File: config.mk
export PLATFORM = sky130hd
export DESIGN_NAME = r4m_mult
export DESIGN_NICKNAME = d
export VERILOG_FILES = /design/src/rtl/r4m_pkg.sv /design/src/rtl/r4m_multiples.sv /design/src/rtl/r4m_digit_slice.sv /design/src/rtl/r4m_sum_tree.sv /design/src/rtl/r4m_mult.sv
export SDC_FILE = /design/constraint.sdc
export NUM_CORES = 1
export LEC_CHECK = 0
export BUFFER_PORTS_ARGS = -buffer_cell sky130_fd_sc_hd__buf_2
export CORE_ASPECT_RATIO = 0.8
export CORE_MARGIN = 2
export CORE_UTILIZATION = 62
export DETAILED_ROUTE_END_ITERATION = 10
export PLACE_DENSITY = 0.91
export SLEW_MARGIN = 15
export SYNTH_ARGS = -nofsm -noshare
export SYNTH_HDL_FRONTEND = slang
export SYNTH_HIERARCHICAL = 1
export SYNTH_SLANG_ARGS = --single-unit
File: constraint.sdc
create_clock -name clk -period 5.28 [get_ports clk]
set_clock_uncertainty 0.2 [all_clocks]
set_input_delay 1.056 -clock clk [delete_from_list [all_inputs] [get_ports clk]]
set_output_delay 1.056 -clock clk [all_outputs]
set_load 0.1 [all_outputs]
File: src/rtl/r4m_pkg.sv
package r4m_pkg;

    // Code carried by one two-bit digit of the multiplier operand
    typedef enum logic [1:0] {
        MUL_ZERO  = 2'd0,
        MUL_ONE   = 2'd1,
        MUL_TWO   = 2'd2,
        MUL_THREE = 2'd3
    } mul_sel_e;

    // Number of two-bit digits needed to cover a width (odd widths round up)
    function automatic int digit_count(input int width);
        return (width + 1) / 2;
    endfunction

endpackage

File: src/rtl/r4m_multiples.sv
// Shared multiple generator: one adder produces 3x for every slice
module r4m_multiples #(
    parameter int A_W = 8,
    localparam int M_W = A_W + 2
) (
    input  logic [A_W-1:0] a,
    output logic [M_W-1:0] a_x1,
    output logic [M_W-1:0] a_x2,
    output logic [M_W-1:0] a_x3
);

    always_comb begin
        a_x1 = M_W'(a);
        a_x2 = M_W'({a, 1'b0});
        a_x3 = a_x1 + a_x2;
    end

endmodule

File: src/rtl/r4m_digit_slice.sv
// One digit slice: picks a multiple of a and moves it to its weight
module r4m_digit_slice
    import r4m_pkg::*;
#(
    parameter int A_W   = 8,
    parameter int EXT_W = 16,
    parameter int SHIFT = 0,
    localparam int M_W  = A_W + 2
) (
    input  logic [1:0]       digit,
    input  logic [M_W-1:0]   a_x1,
    input  logic [M_W-1:0]   a_x2,
    input  logic [M_W-1:0]   a_x3,
    output logic [EXT_W-1:0] pp
);

    logic [M_W-1:0] picked;

    always_comb begin
        unique case (mul_sel_e'(digit))
            MUL_ZERO:  picked = '0;
            MUL_ONE:   picked = a_x1;
            MUL_TWO:   picked = a_x2;
            MUL_THREE: picked = a_x3;
            default:   picked = '0;
        endcase
        pp = EXT_W'(picked) << SHIFT;
    end

endmodule

File: src/rtl/r4m_sum_tree.sv
// Balanced binary adder tree; unused leaves are tied to zero
module r4m_sum_tree #(
    parameter int W    = 16,
    parameter int N_IN = 4
) (
    input  logic [N_IN-1:0][W-1:0] terms,
    output logic [W-1:0]           sum
);

    localparam int LVLS   = (N_IN > 1) ? $clog2(N_IN) : 0;
    localparam int LEAVES = 1 << LVLS;

    for (genvar l = 0; l <= LVLS; l++) begin : g_lvl
        localparam int CNT = LEAVES >> l;
        logic [W-1:0] s [CNT];
        if (l == 0) begin : g_leaf
            for (genvar j = 0; j < CNT; j++) begin : g_in
                if (j < N_IN) begin : g_real
                    assign s[j] = terms[j];
                end else begin : g_pad
                    assign s[j] = '0;
                end
            end
        end else begin : g_node
            for (genvar j = 0; j < CNT; j++) begin : g_add
                assign s[j] = g_lvl[l-1].s[2*j] + g_lvl[l-1].s[2*j+1];
            end
        end
    end

    assign sum = g_lvl[LVLS].s[0];

endmodule

File: src/rtl/r4m_mult.sv
module r4m_mult
    import r4m_pkg::*;
#(
    parameter int A_W  = 8,
    parameter int B_W  = 8,
    parameter bit PIPE = 1'b1,
    localparam int P_W = A_W + B_W
) (
    input  logic           clk,
    input  logic           rst_n,
    input  logic           in_valid,
    input  logic [A_W-1:0] a,
    input  logic [B_W-1:0] b,
    output logic           out_valid,
    output logic [P_W-1:0] product
);

    localparam int ND    = digit_count(B_W);
    localparam int BX_W  = 2 * ND;
    localparam int EXT_W = A_W + BX_W;
    localparam int M_W   = A_W + 2;

    typedef struct packed {
        logic                      vld;
        logic [ND-1:0][EXT_W-1:0]  pp;
    } stage_t;

    logic [BX_W-1:0]          b_ext;
    logic [M_W-1:0]           a_x1, a_x2, a_x3;
    logic [ND-1:0][EXT_W-1:0] pp_now;
    logic [EXT_W-1:0]         sum_full;
    stage_t                   st_d, st_q;

    assign b_ext = BX_W'(b);

    r4m_multiples #(.A_W(A_W)) u_mults (
        .a    (a),
        .a_x1 (a_x1),
        .a_x2 (a_x2),
        .a_x3 (a_x3)
    );

    for (genvar k = 0; k < ND; k++) begin : g_dig
        r4m_digit_slice #(
            .A_W   (A_W),
            .EXT_W (EXT_W),
            .SHIFT (2 * k)
        ) u_slice (
            .digit (b_ext[2*k +: 2]),
            .a_x1  (a_x1),
            .a_x2  (a_x2),
            .a_x3  (a_x3),
            .pp    (pp_now[k])
        );
    end

    always_comb begin
        st_d     = st_q;
        st_d.vld = in_valid;
        st_d.pp  = pp_now;
    end

    if (PIPE) begin : g_reg
        always_ff @(posedge clk or negedge rst_n) begin
            if (!rst_n) begin
                st_q <= '0;
            end else begin
                st_q <= st_d;
            end
        end
    end else begin : g_comb
        assign st_q = st_d;
    end

    r4m_sum_tree #(.W(EXT_W), .N_IN(ND)) u_tree (
        .terms (st_q.pp),
        .sum   (sum_full)
    );

    assign out_valid = st_q.vld;
    assign product   = P_W'(sum_full);

endmodule

# ---- Word-level counts from Yosys, hierarchy flattened
# Index checks and enable logic that the tools add are counted.
dict set report classes {
  n_reduce_logical 4
  addsub 4
  muxes 4
  eq_ne 12
}
# cell n
set ops {}
lappend ops {{$pmux 10 s4} 4}
lappend ops {{$add 14x16->16} 1}
lappend ops {{$add 16x16->16} 1}
lappend ops {{$eq 2x2->1 const B} 8}
lappend ops {{$add 10x12->13} 1}
lappend ops {{$add 8x9->10} 1}
lappend ops {{$eq 2x1->1 const B} 4}
lappend ops {{$logic_not 2->1} 4}
dict set report word_totals {
  elab_cells 29
  out_inout_bits 17
  register_bits 41
}

# ---- Depth between registers and ports, before layout
dict set report logic_depth {
  depth_word 2
  mapped_depth 10
}

# ---- Cells and area by module
# Netlist, hierarchy kept.
# module seq_area_each_um2 area_per_inst_um2 cells_per_inst n_inst
set by_module_without_submodules {}
lappend by_module_without_submodules {r4m_mult 1626.6 1626.6 65 1}
lappend by_module_without_submodules {r4m_sum_tree 0.0 1601.5 203 1}
lappend by_module_without_submodules {r4m_digit_slice 0.0 279.0 31 4}
lappend by_module_without_submodules {r4m_multiples 0.0 506.7 64 1}

# ---- Worst setup path after synthesis
# OpenSTA, ideal clock, no wires.
dict set report synth_path {
  path_kind {reg-to-output}
  from {register st_q[2] (netlist bit)}
  to {output product[14]}
  n_path_buf 0
  path_stages_with_launch 11
  arrival_time_ns 4.498
  path_slack_ns -0.474
  required_time_ns 4.024
  path_cell_list {dfrtp_1 > inv_1 > fa_1 > fa_1 > inv_1 > ha_1 > a21o_1 > and4_4 > o211a_1 > nor2_1 > o311ai_1}
}
dict set report synth_between {
  elab_chain_len 2
}
# element line
set synth_lines {}
lappend synth_lines {{start, declared} r4m_mult.sv:32} ;# stage_t st_d, st_q;
lappend synth_lines {{start signal, assigned} r4m_mult.sv:68} ;# st_q <= st_d;
lappend synth_lines {{$add 10x12->13} r4m_sum_tree.sv:26} ;# assign s[j] = g_lvl[l-1].s[2*j] + g_lvl[l-1].s[2*j+1];
lappend synth_lines {{$add 16x16->16} r4m_sum_tree.sv:26}
lappend synth_lines {{end, declared} r4m_mult.sv:15} ;# output logic [P_W-1:0] product
# No other way between the ends.

# ---- Worst setup path after layout
dict set report layout_path {
  from {register st_q[1] (netlist bit)}
  to {output product[9]}
}
# Same word-level chain as after synthesis.

==> out/qor.txt <==
Status = complete, no violations
Crit Path Category = flip-flop to output port
# DRC = 0
Top-count cell post-synth = inv_1
Clock Path Buffers = 2
Postcts setup bufs = 0
GRT Residual Overflow = 0
Rows = 28
Avg Synthesized Cell Area = 10.6 um2
CP startpoint = st_q[1]$_DFF_PN0_
Final wirelength = 8650 um
Hold_buf cts = 0
Setup crit start kind = flip-flop
Clk sinks = 65
Critical Path End = product[9]
Achievable Freq = 0.198 GHz
Routed Antenna Nets = 0
Initial Utilization = 0.647
Synthesis Warnings = 6
Total track usage = 0.222
Critical Path RT = 4.02 ns
Vias per cell = 5.26
Final period utilization = 0.958
Share of layout cells above drive strength 1 = 0.216
WL met2 = 4070 um
Area growth from synthesis to layout = 3.82%
Detailed Place HPWL = 6820 um
Core area = 7500 um2
TritonCTS clock tree = built
Die area = 8550 um2
RSZ-0062 raised after global routing = false
Asr flop ratio synth = 1.00
Worst slew pin tran = 0.785 ns
Critical path peak fanout = 3
Chip height = 83.1 um
Fin. Hold Viols = 0
Pins Over Slew Limit = 0
Sequential share of the synthesized area = 0.335
First-pass GRT wire length = 14700 um
Ys flop type = dfrtp_1
Place WS = 0.448 ns
Pre-antenna DRT Iters = 4
Vias in the first global route = 3084
Post-synth EDFFs = 0
Slew margin rel. = 0.476
Iter 0 DRT Violations = 185
Minimum clock period = 5.06 ns
Port Buffers = 35
GPL Wtd Cong = 0.945
Die span in x = 103 um
Setup WS post-layout = 0.222 ns
Setup tns final = 0 ns
H-tree levels = 3
Initial antenna violation count = 0
Seq cells post-synth = 65
Nets = 543
M1 wire length = 4010 um
Max cap viols = 0
Synth area leaders = dfrtp_1 (34%), fa_1 (13%), mux2_2 (8.4%)
Boundary pin count = 36
Avg WL per Cell = 15.0 um
Clock-pin slew on the worst setup and hold paths = 0.07 ns
Critical Path AT = 3.80 ns
Largest net degree at the start of global routing = 66
DR WL met3 = 481 um
CTS Buf Count = 9
Vias = 3038
Commonest cells post-synth = inv_1 (88), dfrtp_1 (65), buf_4 (45)
Top cell type's share of synthesized area = 0.335
Root buffer cell = clkbuf_8
Distinct cells, synth = 46
# diodes = 0
Mapped Area = 4850 um2
Post-synth top area cell = dfrtp_1
DR top layer = met4
Final setup viols = 0
Mapped Cells = 456
HP Class = primary input to flip-flop
Worst Setup End Kind = output port
Hold Slack = 0.641 ns
[cells by family after synthesis]
group           synth area share
buf+inv                    0.154
compound gates             0.145
flops                      0.335
fa+ha+maj                  0.190
mux                       0.0960
simple gates              0.0415
xor+xnor                  0.0343
other cells              0.00387
[cells in the final DEF, fill, tap and decap left out, drive strengths merged, types with 2 or more instances in the layout]
cell type / netlist / layout
conb: 5 / 28
nor2: 5 / 5
a22o: 40 / 40
clkinv: 0 / 3
o21ai: 8 / 8
nor3b: 2 / 2
o211ai: 2 / 2
clkbuf: 8 / 11
a31oi: 2 / 2
nor2b: 7 / 7
nand2: 8 / 8
clkinvlp: 0 / 2
a21o: 6 / 6
buf: 49 / 35
xor2: 5 / 5
dfrtp: 65 / 65
fa: 31 / 31
nand3: 4 / 4
a21oi: 19 / 19
mux2: 40 / 40
a2111oi: 3 / 3
nor3: 5 / 5
ha: 24 / 24
inv: 88 / 88
o211a: 2 / 2
xnor2: 14 / 14
[worst max-delay path, stage by stage (launching register included)]
cell       delay [ns]
dfrtp_1          0.39
fa_1             0.56
fa_1             0.41
ha_1             0.23
fa_1             0.46
a21oi_1          0.27
o21ai_1          0.13
a2111oi_0        0.42
nor3_1           0.15
xor2_2           0.15
buf_4            0.30
[cell type report]
class,count,area [um2]
flip-flops and latches,65,1630
well taps,105,131
clock buffers,10,128
inverters,88,330
clock inverters,5,33.8
fillers,556,2460
multi-input cells,269,2590
repair buffers,36,194
[sequential cells by signal, indices dropped and copies added, names as in the netlist]
name	count
st_q	64
out_valid	1
[worst min path at each step]
stage	startpoint	endpoint	slack (ns)	depth (start not counted)
CTS	in_valid	out_valid$_DFF_PN0_	0.62	1
global placement	in_valid	out_valid$_DFF_PN0_	0.96	1
floorplan	rst_n	out_valid$_DFF_PN0_	0.56	0
detailed placement	in_valid	out_valid$_DFF_PN0_	0.97	1
finish	in_valid	out_valid$_DFF_PN0_	0.64	1
global route	in_valid	out_valid$_DFF_PN0_	0.63	1
[stage by stage]
step	cells	cell area (um2)	utilization
final	578	5040	0.672
after global routing	578	5040	0.672
after CTS	578	5020	0.670
after detailed placement	563	4860	0.649
after global placement	563	4860	0.649
after floorplan	479	4970	-
[routing by layer]
layer / track usage / up-vias
li1: - / 1460
met1: 0.330 / 1476
met2: 0.335 / 92
met3: 0.0480 / 10
met4: 0.0550 / 0
met5: 0 / -
[timing repair]
| item | in CTS | in global routing |
|---|---|---|
| setup endpoints to repair | 0 | 3 |
| endpoints found under the hold margin | 0 | 0 |
| gates resized for setup | 0 | 6 |
Power is left out: the tool's default activity adds up to more than one toggle a clock period on the data nets, which glitch-free logic cannot reach.
